===== src/rtl/dmaic_pkg.sv =====
package dmaic_pkg;

  typedef enum logic [1:0] {SZ_BYTE = 2'd0, SZ_WORD = 2'd1, SZ_LONG = 2'd2} size_e;
  typedef enum logic [1:0] {AM_FIXED = 2'd0, AM_INC = 2'd1, AM_DEC = 2'd2} amode_e;
  typedef enum logic [1:0] {PH_IDLE, PH_PTR, PH_RD, PH_WR} phase_e;

  typedef struct packed {
    logic       indirect;
    logic [1:0] dmode;
    logic [1:0] smode;
    logic [1:0] size;
    logic       en;
  } ctrl_t;

  localparam int unsigned PTR_BYTES = 4;

  function automatic logic [2:0] unit_bytes(input logic [1:0] sz);
    case (sz)
      SZ_BYTE: unit_bytes = 3'd1;
      SZ_WORD: unit_bytes = 3'd2;
      default: unit_bytes = 3'd4;
    endcase
  endfunction

  function automatic logic [31:0] lane_mask(input logic [1:0] sz);
    case (sz)
      SZ_BYTE: lane_mask = 32'h0000_00FF;
      SZ_WORD: lane_mask = 32'h0000_FFFF;
      default: lane_mask = 32'hFFFF_FFFF;
    endcase
  endfunction

endpackage


===== src/rtl/dmaic_step.sv =====
module dmaic_step
  import dmaic_pkg::*;
#(
  parameter int AW = 32
) (
  input  logic [AW-1:0] addr,
  input  logic [1:0]    mode,
  input  logic [2:0]    bytes,
  output logic [AW-1:0] next
);

  always_comb begin
    case (mode)
      AM_INC:  next = addr + AW'(bytes);
      AM_DEC:  next = addr - AW'(bytes);
      default: next = addr;
    endcase
  end

endmodule


===== src/rtl/dmaic_regfile.sv =====
module dmaic_regfile
  import dmaic_pkg::*;
#(
  parameter int AW = 32,
  parameter int CW = 16
) (
  input  logic          clk,
  input  logic          rst_n,
  input  logic          cfg_we,
  input  logic [1:0]    cfg_sel,
  input  logic [31:0]   cfg_wdata,
  input  logic          xfer_done,
  input  logic [AW-1:0] src_next,
  input  logic [AW-1:0] dst_next,
  output logic [AW-1:0] sar,
  output logic [AW-1:0] dar,
  output logic [CW-1:0] count,
  output ctrl_t         ctrl,
  output logic          count_nz,
  output logic          done
);

  localparam logic [CW-1:0] CNT_ONE = CW'(1);

  logic cfg_unused;
  assign cfg_unused = ^cfg_wdata;

  assign count_nz = (count != '0);

  always_ff @(posedge clk) begin
    if (!rst_n) begin
      sar   <= '0;
      dar   <= '0;
      count <= '0;
      ctrl  <= '0;
      done  <= 1'b0;
    end else begin
      if (xfer_done) begin
        sar   <= src_next;
        dar   <= dst_next;
        count <= count - CNT_ONE;
        if (count == CNT_ONE) done <= 1'b1;
      end
      if (cfg_we) begin
        case (cfg_sel)
          2'd0: sar <= cfg_wdata[AW-1:0];
          2'd1: dar <= cfg_wdata[AW-1:0];
          2'd2: begin count <= cfg_wdata[CW-1:0]; done <= 1'b0; end
          default: begin ctrl <= ctrl_t'(cfg_wdata[7:0]); done <= 1'b0; end
        endcase
      end
    end
  end


  cnt_dec_chk: assert property (@(posedge clk) disable iff (!rst_n)
    xfer_done && !cfg_we |=> count == $past(count) - CNT_ONE);


  done_src_chk: assert property (@(posedge clk) disable iff (!rst_n)
    $rose(done) |-> $past(xfer_done));

endmodule


===== src/rtl/dmaic_seq.sv =====
module dmaic_seq
  import dmaic_pkg::*;
#(
  parameter int AW = 32
) (
  input  logic          clk,
  input  logic          rst_n,
  input  logic          dreq,
  input  logic          active,
  input  logic          count_nz,
  input  logic          indirect,
  input  logic [1:0]    size,
  input  logic [AW-1:0] sar,
  input  logic [AW-1:0] dar,
  input  logic [31:0]   bus_rdata,
  input  logic          bus_ready,
  output logic          bus_req,
  output logic          bus_write,
  output logic [1:0]    bus_size,
  output logic [AW-1:0] bus_addr,
  output logic [31:0]   bus_wdata,
  output logic          xfer_done,
  output logic          dack
);

  phase_e      phase;
  logic        ind_q;
  logic [31:0] ptr_q;
  logic [31:0] data_q;
  logic        start_ok;
  logic        access_end;

  assign start_ok   = dreq && active && count_nz;
  assign access_end = (phase != PH_IDLE) && bus_ready;
  assign xfer_done  = (phase == PH_WR) && bus_ready;

  always_ff @(posedge clk) begin
    if (!rst_n) begin
      phase  <= PH_IDLE;
      ind_q  <= 1'b0;
      ptr_q  <= '0;
      data_q <= '0;
      dack   <= 1'b0;
    end else begin
      dack <= xfer_done;
      case (phase)
        PH_IDLE: if (start_ok) begin
          ind_q <= indirect;
          phase <= indirect ? PH_PTR : PH_RD;
        end
        PH_PTR: if (bus_ready) begin
          ptr_q <= bus_rdata;
          phase <= active ? PH_RD : PH_IDLE;
        end
        PH_RD: if (bus_ready) begin
          data_q <= bus_rdata;
          phase  <= active ? PH_WR : PH_IDLE;
        end
        default: if (bus_ready) phase <= PH_IDLE;
      endcase
    end
  end

  always_comb begin
    bus_req   = (phase != PH_IDLE);
    bus_write = (phase == PH_WR);
    bus_size  = (phase == PH_PTR) ? SZ_LONG : size;
    bus_wdata = data_q & lane_mask(size);
    case (phase)
      PH_PTR:  bus_addr = sar;
      PH_RD:   bus_addr = ind_q ? ptr_q[AW-1:0] : sar;
      default: bus_addr = dar;
    endcase
  end


  bus_hold_chk: assert property (@(posedge clk) disable iff (!rst_n)
    bus_req && !bus_ready |=> bus_req && $stable(bus_addr) && $stable(bus_write));


  ack_pulse_chk: assert property (@(posedge clk) disable iff (!rst_n)
    dack |=> !dack);


  start_gate_chk: assert property (@(posedge clk) disable iff (!rst_n)
    $rose(bus_req) |-> $past(start_ok));


  halt_chk: assert property (@(posedge clk) disable iff (!rst_n)
    access_end && !active && !bus_write |=> !bus_req);

endmodule


===== src/rtl/dma_indirect_chan.sv =====
module dma_indirect_chan
  import dmaic_pkg::*;
#(
  parameter int AW = 32,
  parameter int CW = 16
) (
  input  logic          clk,
  input  logic          rst_n,
  input  logic          cfg_we,
  input  logic [1:0]    cfg_sel,
  input  logic [31:0]   cfg_wdata,
  input  logic          master_en,
  input  logic          dreq,
  output logic          dack,
  output logic          done,
  output logic          bus_req,
  output logic          bus_write,
  output logic [1:0]    bus_size,
  output logic [AW-1:0] bus_addr,
  output logic [31:0]   bus_wdata,
  input  logic [31:0]   bus_rdata,
  input  logic          bus_ready
);

  localparam logic [2:0] PTR_STEP = 3'(PTR_BYTES);

  logic [AW-1:0] sar, dar, src_next, dst_next;
  logic [CW-1:0] count;
  ctrl_t         ctrl;
  logic          count_nz;
  logic          chan_active;
  logic          xfer_done;
  logic [2:0]    data_bytes, src_bytes;

  assign chan_active = ctrl.en && master_en;
  assign data_bytes  = unit_bytes(ctrl.size);
  assign src_bytes   = ctrl.indirect ? PTR_STEP : data_bytes;

  dmaic_step #(.AW(AW)) u_src_step (
    .addr(sar), .mode(ctrl.smode), .bytes(src_bytes), .next(src_next));

  dmaic_step #(.AW(AW)) u_dst_step (
    .addr(dar), .mode(ctrl.dmode), .bytes(data_bytes), .next(dst_next));

  dmaic_regfile #(.AW(AW), .CW(CW)) u_regs (
    .clk(clk), .rst_n(rst_n), .cfg_we(cfg_we), .cfg_sel(cfg_sel),
    .cfg_wdata(cfg_wdata), .xfer_done(xfer_done), .src_next(src_next),
    .dst_next(dst_next), .sar(sar), .dar(dar), .count(count), .ctrl(ctrl),
    .count_nz(count_nz), .done(done));

  dmaic_seq #(.AW(AW)) u_seq (
    .clk(clk), .rst_n(rst_n), .dreq(dreq), .active(chan_active),
    .count_nz(count_nz), .indirect(ctrl.indirect), .size(ctrl.size),
    .sar(sar), .dar(dar), .bus_rdata(bus_rdata), .bus_ready(bus_ready),
    .bus_req(bus_req), .bus_write(bus_write), .bus_size(bus_size),
    .bus_addr(bus_addr), .bus_wdata(bus_wdata), .xfer_done(xfer_done),
    .dack(dack));


  ind_step_chk: assert property (@(posedge clk) disable iff (!rst_n)
    xfer_done && !cfg_we && ctrl.indirect && ctrl.smode == AM_INC
    |=> sar == $past(sar) + AW'(PTR_BYTES));

endmodule


===== config.mk =====
export PLATFORM = sky130hd
export DESIGN_NAME = dma_indirect_chan
export DESIGN_NICKNAME = d
export VERILOG_FILES = /design/src/rtl/dmaic_pkg.sv /design/src/rtl/dmaic_step.sv /design/src/rtl/dmaic_regfile.sv /design/src/rtl/dmaic_seq.sv /design/src/rtl/dma_indirect_chan.sv
export SDC_FILE = /design/constraint.sdc
export NUM_CORES = 1
export LEC_CHECK = 0
export ABC_AREA = 1
export CAP_MARGIN = 20
export CORE_MARGIN = 5
export CORE_UTILIZATION = 50
export CTS_BUF_LIST = sky130_fd_sc_hd__clkbuf_4 sky130_fd_sc_hd__clkbuf_8 sky130_fd_sc_hd__clkbuf_16
export CTS_CLUSTER_DIAMETER = 120
export DETAILED_ROUTE_END_ITERATION = 10
export DONT_BUFFER_PORTS = 1
export GPL_TIMING_DRIVEN = 0
export SLEW_MARGIN = 20
export SYNTH_ARGS = -nofsm -noshare
export SYNTH_HDL_FRONTEND = slang
export SYNTH_SLANG_ARGS = --single-unit

===== constraint.sdc =====
create_clock -name clk -period 9.4 [get_ports clk]
set_input_delay 0.94 -clock clk [delete_from_list [all_inputs] [get_ports clk]]
set_output_delay 0.94 -clock clk [all_outputs]
set_load 0.01 [all_outputs]

# Word-level counts from Yosys, hierarchy flattened
# Cells that the tools add are included.
# word_totals
regBits	157
word_cells	81
output_inout_bits	70
input_bits	72
# op_classes
n_eq_ne	14
n_reduce_logical	17
addsub	5
bitwise	2
mux	29
# op_table
cell	n
$pmux W32 S2	4
$mux W32	7
$add A32 B3 Y32	2
$sub A32 B3 Y32	2
$mux W16	3
$and A32 B32 Y32	1
$eq A16 B1 Y1 const B	1
$mux W2	8
$reduce_bool A16 Y1	1
$sub A16 B1 Y16 const B	1
$eq A2 B1 Y1 const B	5
$eq A2 B2 Y1 const B	5
$reduce_and A2 Y1	4
$logic_not A2 Y1	3
$pmux W2 S3	1
$pmux W3 S2	1
$logic_and A1 B1 Y1	4
$mux W1	4
$ne A2 B2 Y1 const B	2
$reduce_and A4 Y1	1
$reduce_bool A2 Y1	2
$mux W3	1
$reduce_or A3 Y1	1
$ne A2 B1 Y1 const B	1
other kinds (2)	2

# Depth between registers and ports, before layout
# Gate-level depths: netlist of run 1.
# logic_depth
word_depth	8
depth_mapped	20
depth_no_buf	19

# Modules after synthesis
# From an unflattened synthesis of run 1, not the netlist that was laid out.
# unflattened
cells_unflattened	2435
hier_area_um2	13905.8
# by_module_without_submodules
module	seq_area_each_um2	cells_each	n_inst	area_each_um2
dmaic_regfile	1781.7	654	1	4321.6
dmaic_seq	1361.3	561	1	3761.1
dmaic_step at u_src_step	0.0	605	1	2920.3
dmaic_step at u_dst_step	0.0	604	1	2859.0
dma_indirect_chan	0.0	11	1	43.8

# Worst setup path before layout of run 1
# Ideal clock, no wire load.
# synth_timing
kind	register to register
startpoint	register u_regs.ctrl[2] (netlist name)
endpoint	register u_regs.sar[14]
path_slack_ps	6391
required_time_ps	9285
path_buffers	1
period_less_slack_ps	3009
setup_time_ps	115
t_arrival_ps	2895
path_stages_with_launch	17
cell_sequence	dfxtp_1 -> clkbuf_1 -> nor2_1 -> nand2_1 -> ha_1 -> ha_1 -> or2_2 -> ha_1 -> nand2_1 -> nor2_1 -> nand2_1 -> nand3_1 -> nand2_1 -> nand2_1 -> xnor2_1 -> o21bai_1 -> and2_1
# synth_via
elab_chain_len	8
elab_cells_between_ends	10
cone_classes	add/sub (2); eq/ne (1); mux (6); reduce/logical (1)
# synth_lines
item	line	text
$eq A2 B1 Y1 / $logic_not A2 Y1 (equally long branches)	dmaic_pkg.sv:18	case (sz)
$pmux W3 S2 (*)	dmaic_pkg.sv:18	
$mux W3 (*)	dma_indirect_chan.sv:37	assign src_bytes = ctrl.indirect ? PTR_STEP : data_bytes;
$sub A32 B3 Y32 / $add A32 B3 Y32 (equally long branches)	dmaic_step.sv:15, dmaic_step.sv:14	
$pmux W32 S2 (*)	dmaic_step.sv:13	case (mode)
$mux W32 (*)	dmaic_regfile.sv:38	if (xfer_done) begin
$mux W32	dmaic_regfile.sv:45	case (cfg_sel)
$mux W32 (*)	dmaic_regfile.sv:44	if (cfg_we) begin
to (signal assigned)	dmaic_regfile.sv:39	sar <= src_next;
to (signal assigned)	dmaic_regfile.sv:46	2'd0: sar <= cfg_wdata[AW-1:0];
to (decl)	dmaic_regfile.sv:15	output logic [AW-1:0] sar,
# Every way passes the cells marked *; elsewhere a longest branch is shown, timed or not.
# A chain may end at the register's enable or synchronous reset.

# Worst setup path after layout of run 1
# layout_timing
startpoint	register u_regs.ctrl[2] (netlist name)
endpoint	register u_regs.sar[28]
# layout_via
elab_chain_len	8
elab_cells_between_ends	10
cone_classes	add/sub (2); eq/ne (1); mux (6); reduce/logical (1)
# layout_lines
item	line
$eq A2 B1 Y1 / $logic_not A2 Y1 (equally long branches)	dmaic_pkg.sv:18
$pmux W3 S2 (*)	dmaic_pkg.sv:18
$mux W3 (*)	dma_indirect_chan.sv:37
$sub A32 B3 Y32 / $add A32 B3 Y32 (equally long branches)	dmaic_step.sv:15, dmaic_step.sv:14
$pmux W32 S2 (*)	dmaic_step.sv:13
$mux W32 (*)	dmaic_regfile.sv:38
$mux W32	dmaic_regfile.sv:45
$mux W32 (*)	dmaic_regfile.sv:44
# Marked as above.

==> metrics.csv, run 1 <==
stage;metric;value;unit
status;status;completed;
clock_tree;Resize count post-CTS;0;
logic_synthesis;most numerous cell in the Yosys netlist;nand2_1;
logic_synthesis;sequential share of the synthesized area;25.2;%
timing;Slew Limit Fails;0;
clock_tree;H-tree depth;4;
setup_path;R2R depth;16;
floorplan;num rows;57;
setup_path;Crit Path Category;reg -> reg;
logic_synthesis;net count after synthesis;2292;
clock_tree;CTS root buf;clkbuf_16;
global_route;largest net degree at the start of global routing;31;
logic_synthesis;list of most frequent post-synthesis cells;539 x nand2_1, 332 x inv_1, 283 x nor2_1, 246 x a21oi_1, 200 x o21ai_0;
setup_path;CP Buf/Inv Count;2;
timing;RSZ-0062 raised after global routing;no;
logic_synthesis;Avg Cell Area, Syn;5.83;sq um
setup_path;Reg2Reg Setup Slack;5100;ps
placed_design;Post-DP Area;12900;sq um
logic_synthesis;top cells by area, synth;dfxtp_1 25%, nand2_1 16%, inv_1 10%, a21oi_1 9.9%, nor2_1 8.5%;
placed_design;Final GP Congestion;0.962;
setup_path;worst r2r dst;u_regs.sar[28];
timing;Tmin final;4300;ps
logic_synthesis;Synth Register Bits;157;
timing;worst slew pin tran;988;ps
floorplan;full die area;28200;sq um
final_layout;area of the multi-input gates;7710;sq um
logic_synthesis;post-synth cell types;41;
logic_synthesis;Top FF cell, synth;dfxtp_1;
timing;Final Hold Vio Count;0;
hold_path;worst min path class;reg -> reg;
hold_path;Hold Crit Depth;2;
final_layout;Nets;2311;
setup_path;crit start category;flop;
setup_path;RR Startpoint;u_regs.ctrl[2];
setup_path;worst path required time;9760;ps
setup_path;Most common cell on crit path;nand2_1;
setup_path;WP data arrival;4660;ps
drt;Final ANT Viol Nets;0;
clock_tree;clock latency on the worst-skew pair;440;ps
placed_design;DP Worst Slack;5170;ps
global_route;remaining global-route overflow;0;
drt;final wirelength;45.1;mm
clock_tree;Clock Pin Slew Worst Setup and Hold Paths;70;ps
power;leakage power;6.76;nW
clock_tree;worst-case clock buffer depth;2;
setup_path;Crit path max-delay family;simple AND/OR/NAND/NOR gates;
clock_tree;CTS tree;done;
final_layout;Final Cell Area;13500;sq um
drt;WL/cell;18.1;um
logic_synthesis;Mapped Cells;2142;
setup_path;Setup crit end kind;flop;
hold_path;HP Start;u_seq.data_q[13];
drt;DRC Markers;0;
logic_synthesis;top-area cell type share of the netlist area;25.2;%
clock_tree;CTS Buf Count;17;
final_layout;fillcell total;2616;
placed_design;post-DP HPWL;37.3;mm
drt;via/cell ratio;5.46;
logic_synthesis;Synth area leader;dfxtp_1;
final_layout;layout cells sized above 1;3.08;%
setup_path;worst-path maximum fanout;14;
power;VDD IR-drop max;0.136;mV
logic_synthesis;Mapped Area;12500;sq um
timing;Rel. slew slack;34.2;%
setup_path;Critical path destination;u_regs.sar[28];
floorplan;Initial Utilization;51.1;%
setup_path;CP Depth;16;
floorplan;Die Wd;168;um
final_layout;Layout area overhead;8.21;%
global_route;All-Layer GR Usage;31.3;%
floorplan;Vert. Die Dim;168;um
setup_path;CP startpoint;u_regs.ctrl[2];
timing;skew final;12.8;ps
timing;endpoints failing setup;0;
drt;initial DRC count;1235;
drt;DR vias;13643;
global_route;first-pass GRT wire length;69.5;mm
global_route;initial antenna violation count;2;
power;Power Dens Cells;165;nW/um^2
timing;setup TNS;0;ps
global_route;vias in the first global route;12637;
timing;Period Utilization, post-route;45.7;%
logic_synthesis;EDFF count, synth;0;
clock_tree;number of hold buffers added after cts;0;
logic_synthesis;Synth Warn #;0;
drt;drt first pass iters;6;
setup_path;critical path's largest stage delay;750;ps
final_layout;Antenna Cells;0;
timing;FMAX;233;MHz
final_layout;FF+latch area;3140;sq um
floorplan;I/O pins;142;
floorplan;total core area;24500;sq um
clock_tree;Setup Buffers After CTS;0;
flow_run;Max Cap Violations;0;
setup_path;Worst path slowest cell;nor2_1;
logic_synthesis;asr flop ratio synth;0;%
setup_path;critical-path cell list;clkbuf_1, nor2_1, nand2_1, ha_1, ha_1, or2_2, ha_1, nand2_1, inv_1, a21oi_1, nand3_1, nand2_1, nand2_1, nand2_1, nand3_1, a21oi_1;
placed_design;port buffer count;0;
clock_tree;CTS sink count;157;
timing;final setup margin;5100;ps
## worst reg2reg max path, delay by kind of cell, from the launching register on
kind	cells	cell delay (ps)
buffers and inverters	2	350
adder cells (fa/ha/maj)	3	840
AND/OR/NAND/NOR	9	2300
AO/OA/AOI/OAI	2	430
flip-flops	1	310
## stage by stage
stage / util [%] / hold slack [ps] / power, W / std cells
finish: 55.3 / 461 / 0.00224 / 2498
global route: 55.3 / 479 / 0.00235 / 2498
CTS: 55.3 / 461 / 0.00222 / 2498
detailed placement: 52.7 / 450 / 0.00151 / 2466
global placement: 52.7 / 443 / 0.00150 / 2466
floorplan: - / 430 / 0.00128 / 2142
## cell families (layout without fill, tap and decap cells)
family | after synthesis | in the layout | share of synthesized area, %
AND/OR/NAND/NOR | 963 | 963 | 31.2
XOR/XNOR | 36 | 36 | 2.52
buffers and inverters | 425 | 457 | 13.1
flip-flops | 157 | 157 | 25.2
adder cells (fa/ha/maj) | 78 | 78 | 7.93
AO/OA/AOI/OAI | 483 | 483 | 20.1
## worst min path at each step
stage / to / slack, ps
3_3_place_gp: u_seq.data_q[14] / 440
6_report: u_seq.data_q[13] / 460
5_1_grt: u_regs.ctrl[3] / 480
2_1_floorplan: u_seq.ptr_q[21] / 430
4_1_cts: u_seq.data_q[15] / 460
3_5_place_dp: u_seq.data_q[12] / 450
## cells in the final DEF (no fill, tap or decap), drive strengths merged, types with 2 or more instances in the layout
cell,n
clkinv,11
a31oi,5
o21bai,9
a21o,2
xnor2,17
nand4,9
inv,342
nor2,288
o211a,3
nand2,541
fa,2
xor2,19
o211ai,7
nand3,97
o21ai,203
buf,22
dfxtp,157
or2,3
nor3,12
ha,76
a22oi,2
and2,4
nand3b,8
clkbuf,81
a221oi,3
a21oi,246
## metal layers
metal | global-route usage, % | up-vias | wire, um | part of all wire, %
met5 | 0 | - | 0 | 0
met4 | 7.69 | 0 | 1010 | 2.2
met3 | 7.55 | 74 | 4440 | 9.8
met2 | 49.4 | 548 | 19700 | 44
met1 | 43.2 | 6180 | 19900 | 44
li1 | - | 6841 | - | -
## flip-flops by register name (all words and copies together) (netlist names)
name,count
u_regs.sar,32
u_regs.done,1
u_seq.ptr_q,32
u_seq.ind_q,1
u_regs.ctrl,8
u_seq.phase,2
u_seq.data_q,32
u_seq.dack,1
u_regs.count,16
u_regs.dar,32
## final cells by class
class                           count  area share (%)
Multi-Input combinational cell   1560            57.0
Sequential cell                   157            23.2
Inverter                          339            9.41
Clock buffer                       17            3.15
Tap cell                          324            3.00
Buffer                             86            2.72
Clock inverter                     15            1.43
## where the power goes
part           total, W  internal [W]  switching (W)
sequential     0.000824      0.000746      0.0000772
clock          0.000723      0.000364       0.000359
combinational  0.000690      0.000200       0.000490
total           0.00224       0.00131       0.000926
Note: power is estimated with default switching activity, not from simulation.
==> run 2, diff against run 1 <==
PLACE_DENSITY = 0.68   (was not set)
clock period = 3.49 ns   (was 9.4 ns; I/O delays follow)
==> run 2 against run 1 <==
  * Count of clock-buffer cells in the layout grew 1
  * Largest cell class unchanged
  * First-iteration DRC count is 11% higher
  * Final area rose by 0.15%
  * Clock power rose to 2.7 times the previous value
==> metrics.csv, run 2 (synthesis gave the netlist of run 1 again) <==
stage;metric;value;unit
drt;WL/cell;18.3;um
setup_path;Setup crit end kind;flop;
timing;Tmin final;3290;ps
floorplan;I/O pins;142;
drt;final wirelength;45.7;mm
global_route;first-pass GRT wire length;70.7;mm
flow_run;Max Cap Violations;0;
setup_path;WP data arrival;3650;ps
hold_path;Endpoint, Worst Hold;u_regs.sar[3];
timing;endpoints failing setup;0;
timing;skew final;11.9;ps
placed_design;post-DP HPWL;37.7;mm
final_layout;Layout area overhead;8.37;%
drt;initial DRC count;1373;
global_route;vias in the first global route;12961;
hold_path;Hold Crit Depth;2;
timing;final setup margin;200;ps
global_route;remaining global-route overflow;0;
power;VDD IR-drop max;0.401;mV
setup_path;worst r2r dst;u_regs.sar[18];
timing;WHS;64.3;ps
hold_path;HP Start;cfg_wdata[3];
clock_tree;Clock Pin Slew Worst Setup and Hold Paths;70;ps
drt;via/cell ratio;5.50;
final_layout;commonest non-fill, non-tap cell in the layout;nand2_1;
global_route;All-Layer GR Usage;31.6;%
power;leakage power;6.79;nW
clock_tree;number of hold buffers added after cts;0;
setup_path;worst-path maximum fanout;14;
setup_path;Reg2Reg Setup Slack;200;ps
floorplan;total core area;24500;sq um
setup_path;RR Startpoint;u_regs.ctrl[2];
final_layout;most frequent cells in the layout;539 x nand2_1, 332 x inv_1, 281 x nor2_1, 246 x a21oi_1, 200 x o21ai_0;
drt;DRC Markers;0;
floorplan;full die area;28200;sq um
setup_path;crit start category;flop;
placed_design;port buffer count;0;
clock_tree;CTS root buf;clkbuf_16;
clock_tree;H-tree depth;4;
setup_path;worst path required time;3850;ps
power;Power Dens Cells;449;nW/um^2
clock_tree;CTS tree;done;
drt;drt first pass iters;8;
timing;Period Utilization, post-route;94.3;%
drt;DR vias;13745;
setup_path;R2R depth;18;
clock_tree;clock latency on the worst-skew pair;430;ps
final_layout;Nets;2312;
drt;Final ANT Viol Nets;0;
clock_tree;CTS sink count;157;
placed_design;Post-DP Area;12900;sq um
placed_design;Final GP Congestion;0.998;
clock_tree;worst-case clock buffer depth;2;
timing;Slew Limit Fails;0;
setup_path;Crit Path Category;reg -> reg;
floorplan;Initial Utilization;51.1;%
floorplan;num rows;57;
final_layout;Final Cell Area;13500;sq um
timing;setup TNS;0;ps
global_route;largest net degree at the start of global routing;31;
final_layout;layout cells sized above 1;3.36;%
floorplan;Vert. Die Dim;168;um
global_route;initial antenna violation count;1;
timing;Final Hold Vio Count;0;
timing;FMAX;304;MHz
clock_tree;CTS Buf Count;17;
status;status;completed;
placed_design;DP Worst Slack;-552;ps
timing;worst slew pin tran;828;ps
hold_path;worst min path class;in -> reg;
final_layout;fin util;55.3;%
floorplan;Die Wd;168;um
timing;Rel. slew slack;44.8;%
==> run 2: how the worst max path moves through the flow <==
stage | start | endpoint | slack [ps] | cells past startpoint
6_report | u_regs.ctrl[2] | u_regs.sar[18] | 200 | 18
3_5_place_dp | u_regs.ctrl[2] | u_regs.sar[28] | -550 | 16
5_1_grt | u_regs.ctrl[2] | u_regs.sar[28] | -20 | 16
4_1_cts | u_regs.ctrl[7] | u_regs.sar[28] | 40 | 15
2_1_floorplan | u_regs.ctrl[2] | u_regs.sar[14] | 480 | 16
3_3_place_gp | u_regs.ctrl[2] | u_regs.sar[28] | -580 | 16
==> run 2: critical path, cell delays in order, from the launching register on <==
cell and delay (ps):
dfxtp_1 320, clkbuf_2 240, nor2_4 170, nand2_1 120, ha_1 210, ha_1 180, or2_4 340, ha_1 370
nand2_1 180, inv_1 60, nand2_1 60, nand2_1 80, inv_1 70, nand3_1 210, nand3_1 170, nand2_1 70
nand2_1 50, nand3_1 140, a21oi_1 180
==> run 2: final cells by class <==
class                           count  area [sq um]
Antenna cell                        1          2.50
Clock buffer                       18           439
Buffer                             86           370
Sequential cell                   157          3140
Timing Repair Buffer                1          7.51
Fill cell                        2570         10900
Multi-Input combinational cell   1560          7730
Clock inverter                     14           169
Inverter                          339          1270
Tap cell                          324           405
==> run 2: report_power, final <==
group	total (W)	internal, W	leakage, nW	switching, W
sequential	0.00221	0.00201	1.28	0.000202
combinational	0.00189	0.000544	5.20	0.00134
clock	0.00198	0.00110	0.302	0.000874
==> run 2: routing by layer <==
layer  global-route usage (%)  wire (um)  vias up
met5                        0         13        -
met4                     13.6       2320        2
met3                     8.89       4620      131
met2                     49.1      19200      606
met1                     41.2      19500     6154
li1                         -          -     6852
==> run 2: timing repair <==
action,CTS,global route
cloned,0,0
setup endpoints to repair,27,19
buffers inserted,1,0
gates resized for setup,3,6
pin swaps,1,0
==> run 2: metrics by stage <==
stage	std cells	total power, W
2_1_floorplan	2142	0.00346
3_3_place_gp	2466	0.00405
3_5_place_dp	2466	0.00408
4_1_cts	2499	0.00603
5_1_grt	2499	0.00640
6_report	2500	0.00608
